<file path="src/rtl/flagclr_pkg.sv">
package flagclr_pkg;

  // Processor mode codes as presented on cpu_mode
  typedef enum logic [2:0] {
    MODE_REAL   = 3'd0,
    MODE_PROT   = 3'd1,
    MODE_V86    = 3'd2,
    MODE_COMPAT = 3'd3,
    MODE_LONG   = 3'd4
  } cpu_mode_e;

  // Opcode matcher progress
  typedef enum logic [1:0] {
    MS_IDLE = 2'd0,
    MS_ESC  = 2'd1,
    MS_GRP  = 2'd2
  } match_state_e;

  // Context sampled together with the final opcode byte
  typedef struct packed {
    logic       lock;
    logic       mand;
    logic [1:0] cpl;
    logic [2:0] mode;
    logic       feat;
  } insn_ctx_t;

endpackage

</file>
<file path="src/rtl/flagclr_matcher.sv">
module flagclr_matcher
  import flagclr_pkg::*;
#(
  parameter int          BYTE_W = 8,
  parameter logic [BYTE_W-1:0] OPC0 = 8'h0F,
  parameter logic [BYTE_W-1:0] OPC1 = 8'h01,
  parameter logic [BYTE_W-1:0] OPC2 = 8'hCA
) (
  input  logic              clk,
  input  logic              rst_n,
  input  logic              byte_valid,
  input  logic [BYTE_W-1:0] byte_in,
  output logic              hit
);

  match_state_e state_q, state_d;

  // next-state process
  always_comb begin
    state_d = state_q;
    if (byte_valid) begin
      unique case (state_q)
        MS_IDLE: state_d = (byte_in == OPC0) ? MS_ESC : MS_IDLE;
        MS_ESC: begin
          if (byte_in == OPC1)      state_d = MS_GRP;
          else if (byte_in == OPC0) state_d = MS_ESC;
          else                      state_d = MS_IDLE;
        end
        MS_GRP:  state_d = (byte_in == OPC0) ? MS_ESC : MS_IDLE;
        default: state_d = MS_IDLE;
      endcase
    end
  end

  // register process with explicit enable
  always_ff @(posedge clk or negedge rst_n) begin
    if (!rst_n)          state_q <= MS_IDLE;
    else if (byte_valid) state_q <= state_d;
  end

  assign hit = byte_valid && (state_q == MS_GRP) && (byte_in == OPC2);

endmodule

</file>
<file path="src/rtl/flagclr_legality.sv">
module flagclr_legality
  import flagclr_pkg::*;
(
  input  insn_ctx_t ctx,
  output logic      recog,
  output logic      fault
);

  logic is_v86, priv_mode, bad_mode, priv_fail;

  always_comb begin
    is_v86    = (ctx.mode == MODE_V86);
    priv_mode = (ctx.mode == MODE_PROT) || (ctx.mode == MODE_COMPAT) ||
                (ctx.mode == MODE_LONG);
    bad_mode  = (ctx.mode > MODE_LONG);
    priv_fail = priv_mode && (ctx.cpl != 2'd0);
    // a mandatory prefix turns the bytes into another instruction,
    // except in virtual-8086 mode where the sequence always traps
    recog     = is_v86 || !ctx.mand;
    fault     = recog && (ctx.lock || !ctx.feat || is_v86 || bad_mode || priv_fail);
  end

endmodule

</file>
<file path="src/rtl/flagclr_flags_reg.sv">
module flagclr_flags_reg #(
  parameter int             W       = 32,
  parameter int             AC_BIT  = 18,
  parameter logic [W-1:0]   RST_VAL = 32'h0000_0002
) (
  input  logic         clk,
  input  logic         rst_n,
  input  logic         we,
  input  logic [W-1:0] wdata,
  input  logic         clr_ac,
  output logic [W-1:0] q
);

  logic [W-1:0] d;
  logic         en;

  for (genvar i = 0; i < W; i++) begin : g_bit
    if (i == AC_BIT) begin : g_ac
      assign d[i] = clr_ac ? 1'b0 : (we ? wdata[i] : q[i]);
    end else begin : g_plain
      assign d[i] = we ? wdata[i] : q[i];
    end
  end

  assign en = we || clr_ac;

  always_ff @(posedge clk or negedge rst_n) begin
    if (!rst_n)  q <= RST_VAL;
    else if (en) q <= d;
  end

endmodule

</file>
<file path="src/rtl/flagclr_unit.sv">
module flagclr_unit
  import flagclr_pkg::*;
#(
  parameter int DATA_W  = 32,
  parameter int BYTE_W  = 8,
  parameter int AC_BIT  = 18,
  parameter logic [DATA_W-1:0] FLAGS_RST = 32'h0000_0002
) (
  input  logic              clk,
  input  logic              rst_n,
  input  logic              byte_valid,
  input  logic [BYTE_W-1:0] byte_in,
  input  logic              pfx_lock,
  input  logic              pfx_mand,
  input  logic [1:0]        cpl,
  input  logic [2:0]        cpu_mode,
  input  logic              feat_en,
  input  logic              flags_we,
  input  logic [DATA_W-1:0] flags_wdata,
  output logic [DATA_W-1:0] flags_q,
  output logic              retire,
  output logic              fault
);

  // reset: asynchronous assert, synchronous release
  logic rst_meta_q, rst_sync_n;
  always_ff @(posedge clk or negedge rst_n) begin
    if (!rst_n) begin
      rst_meta_q <= 1'b0;
      rst_sync_n <= 1'b0;
    end else begin
      rst_meta_q <= 1'b1;
      rst_sync_n <= rst_meta_q;
    end
  end

  logic      hit, recog, bad;
  insn_ctx_t ctx;
  logic      retire_d, fault_d;

  flagclr_matcher #(.BYTE_W(BYTE_W)) u_match (
    .clk        (clk),
    .rst_n      (rst_sync_n),
    .byte_valid (byte_valid),
    .byte_in    (byte_in),
    .hit        (hit)
  );

  always_comb begin
    ctx.lock = pfx_lock;
    ctx.mand = pfx_mand;
    ctx.cpl  = cpl;
    ctx.mode = cpu_mode;
    ctx.feat = feat_en;
  end

  flagclr_legality u_legal (
    .ctx   (ctx),
    .recog (recog),
    .fault (bad)
  );

  // outcome next-state
  always_comb begin
    retire_d = hit && recog && !bad;
    fault_d  = hit && recog && bad;
  end

  always_ff @(posedge clk or negedge rst_sync_n) begin
    if (!rst_sync_n) begin
      retire <= 1'b0;
      fault  <= 1'b0;
    end else begin
      retire <= retire_d;
      fault  <= fault_d;
    end
  end

  flagclr_flags_reg #(.W(DATA_W), .AC_BIT(AC_BIT), .RST_VAL(FLAGS_RST)) u_flags (
    .clk    (clk),
    .rst_n  (rst_sync_n),
    .we     (flags_we),
    .wdata  (flags_wdata),
    .clr_ac (retire_d),
    .q      (flags_q)
  );

endmodule

</file>
<file path="config.mk">
export PLATFORM = sky130hd
export DESIGN_NAME = flagclr_unit
export DESIGN_NICKNAME = d
export VERILOG_FILES = /design/src/rtl/flagclr_pkg.sv /design/src/rtl/flagclr_matcher.sv /design/src/rtl/flagclr_legality.sv /design/src/rtl/flagclr_flags_reg.sv /design/src/rtl/flagclr_unit.sv
export SDC_FILE = /design/constraint.sdc
export NUM_CORES = 1
export LEC_CHECK = 0
export CAP_MARGIN = 20
export CORE_MARGIN = 10
export CORE_UTILIZATION = 37
export CTS_CLUSTER_DIAMETER = 50
export DETAILED_ROUTE_END_ITERATION = 12
export GPL_TIMING_DRIVEN = 0
export PLACE_DENSITY = 0.9
export SLEW_MARGIN = 10
export SYNTH_ARGS = -nofsm -noshare
export SYNTH_HDL_FRONTEND = slang
export SYNTH_SLANG_ARGS = --single-unit
export TNS_END_PERCENT = 100
</file>
<file path="constraint.sdc">
create_clock -name clk -period 1.6 [get_ports clk]
set_input_delay 0.32 -clock clk [delete_from_list [all_inputs] [get_ports clk]]
set_output_delay 0.32 -clock clk [all_outputs]
set_load 0.01 [all_outputs]
</file>
==> reports/qor.yml <==
grt:
  grt_start_max_net_pins: 37
  grt_usage: 0.1217
  grt_pass1_wl_um: 6748
  overflow: 0
  grt_pass1_vias: 1354
  antenna_found_initial: 0
power:
  peakVddDrop_v: 0.0006232
  power_leakage_uw: 0.0009967
  powerDensity_nw_per_um2: 879.9
critical_path:
  cp_top_family: "buffers and inverters"
  required_ns: 1.28
  critPathSlowestCell: "clkdlybuf4s50_1"
  crit_buf_inv: 1
  path_cells: "clkdlybuf4s50_1"
  arrival_ns: 1.19
  crit_type: "reg2out"
  crit_path_start_kind: "register"
  cp_max_fo: 2
  crit_path_end_kind: "primary output"
  cp_slowest_stage_delay_ns: 0.55
synth:
  netlist_area_um2: 1499
  syn_area_per_cell_um2: 14.99
  ys_types: 23
  syn_inst: 100
  synth-seq-cells: 38
  yosys_warnings: 0
  synth.net_count: 152
  ys_seq_area_frac: 0.6352
timing:
  timing.final.crit_share: 0.9432
  rsz0062_at_grt: "no"
  setup_ws_ns: 0.09081
  maxSlewHeadroom: 0.4887
  fin_tns_setup_ns: 0
  fin_crit_ns: 1.509
  setup_viol: 0
  fmax_mhz: 662.6
  worst_slew_pin_slew_ns: 0.7670
  finalHoldViolCount: 0
  skew_ns: 0.007568
  slew_violations: 0
floorplanning:
  dieArea_um2: 6997
  core_area_um2: 3971
  ioPinCount: 86
  die_x_um: 83.65
  die_y_um: 83.65
  fp-row-count: 23
  start_util: 0.3774
detailed_routing:
  vias: 1136
  drtIter0Drc: 34
  avgViaCountPerCell: 4.694
  wire_per_inst_um: 17.64
  drt-total-wl_um: 4269
  firstDrtPassIters: 2
  postRouteAntennaNets: 0
  post-route-drc-count: 0
placed_design:
  dpl-instance-area_um2: 2404
  portBuffers: 84
  gp_congestion: 0.7234
  placed_cells: 234
  dp_hpwl_um: 3584
  dpl_worst_slack_ns: -0.2108
finish:
  final_layout_size_suffix_gt1_frac: 0.2240
  design_area_um2: 2485
  n_antenna_cell: 0
  final_cells: 242
  syn_to_final_growth_pct: 65.78
  finalNetCount: 243
  fin_util: 0.6257
cts:
  clock_sinks: 38
  clock_latency_ns: 0.28
  cts_root_buffer: "clkbuf_8"
  numCtsBuffers: 5
  cts_tree: "built"
  clockBufferDepth: 2
  path_clk_slew_ns: 0.07
  postCtsSetupBuffers: 0
  htreeDepth: 2
min_path:
  hold_path.class: "in2async"
job:
  cap_violations: 0
outcome:
  outcome: "finished clean"
[stage by stage]
stage          hold slack (ns)  power [µW]
6_report                0.1927        2187
4_1_cts                 0.1850        2231
2_1_floorplan          0.02441        1269
3_5_place_dp            0.3393        1605
3_3_place_gp            0.3364        1585
5_1_grt                 0.1683        2324
[placed cells by master (no fill, tap or decap), types with 2 or more instances in the layout]
cell and n:
clkdlybuf4s50_1 83, dfrtp_1 36, mux2_2 30, clkbuf_8 5
nand4_1 4, buf_2 3, nand2b_1 2, nand2_1 2
nand3_1 2, o22ai_1 2, nor2_1 2, nor4_1 2
clkbuf_1 2, mux2_1 2, clkinv_2 2
[cell usage after synthesis, drive strengths merged]
cell    number  area, µm²
o31ai        1      7.510
mux2        32      360.3
nand3        2      10.01
a21boi       1      7.510
nor2b        1      6.260
clkbuf       1      3.750
nand4b       1      8.760
inv          1      3.750
dfstp        1      26.28
buf          3      15.01
conb         1      3.750
o21a         1      7.510
o22ai        2      12.51
nor4         2      12.51
nand2        2      7.510
nand4        4      25.02
nand2b       2      12.51
o41a         1      11.26
nor4b        2      23.77
nor2         2      7.510
dfrtp       37      925.9
[flip-flops by register name, summed over array words and instances, names as in the netlist]
name	flops
rst_meta_q	1
rst_sync_n	1
u_flags.q	32
u_match.state_q	2
retire	1
fault	1
[worst paths after layout]
check	slack, ns	depth (start not counted)	from	to
max	0.09	1	u_flags.q[29]	flags_q[29]
min	0.19	1	rst_n	rst_sync_n
max reg2reg	0.15	3	u_match.state_q[0]	u_flags.q[18]
min reg2reg	0.35	0	rst_sync_n	u_flags.q[16]
max in group asynchronous	0.76	0	rst_sync_n	retire
min in group clk	0.35	0	rst_meta_q	rst_sync_n
[metal layers]
metal	track usage	wire (µm)	vias up
met2	0.2230	2249	50
met4	0.05784	90	0
met1	0.1132	1604	542
met5	0	0	-
met3	0.05078	324	6
li1	-	-	538
[cell type report]
| cell class | count | area [µm²] |
|---|---|---|
| clock buffer | 6 | 72.57 |
| buffer | 4 | 18.77 |
| clock inverter | 2 | 10.01 |
| timing repair buffer | 84 | 839.6 |
| inverter | 1 | 3.754 |
| tap | 50 | 62.56 |
| fill | 356 | 1486 |
| multi-input combinational | 57 | 524.3 |
| sequential | 38 | 953.4 |
[report_power, final]
group          switching, µW  internal [µW]  total, µW
Combinational            150            321        471
Clock                    313            302        614
Sequential              55.8           1050       1100
Total                    518           1670       2190
[cell families (layout without fill, tap and decap cells)]
family                 count (synthesis)  in the layout  synth area share
flip-flops                            38             38            0.6352
multiplexers                          32             32            0.2404
AND/OR/NAND/NOR                       18             18           0.07596
AO/OA/AOI/OAI                          6              6           0.03089
buffers and inverters                  5             97           0.01502
other                                  1              1          0.002502
[timing repair]
action / in CTS / in global routing
hold buffers: 0 / 0
gates resized for setup: 1 / 0
setup endpoints to repair: 1 / 0
Note: power is estimated with default switching activity, not from simulation.
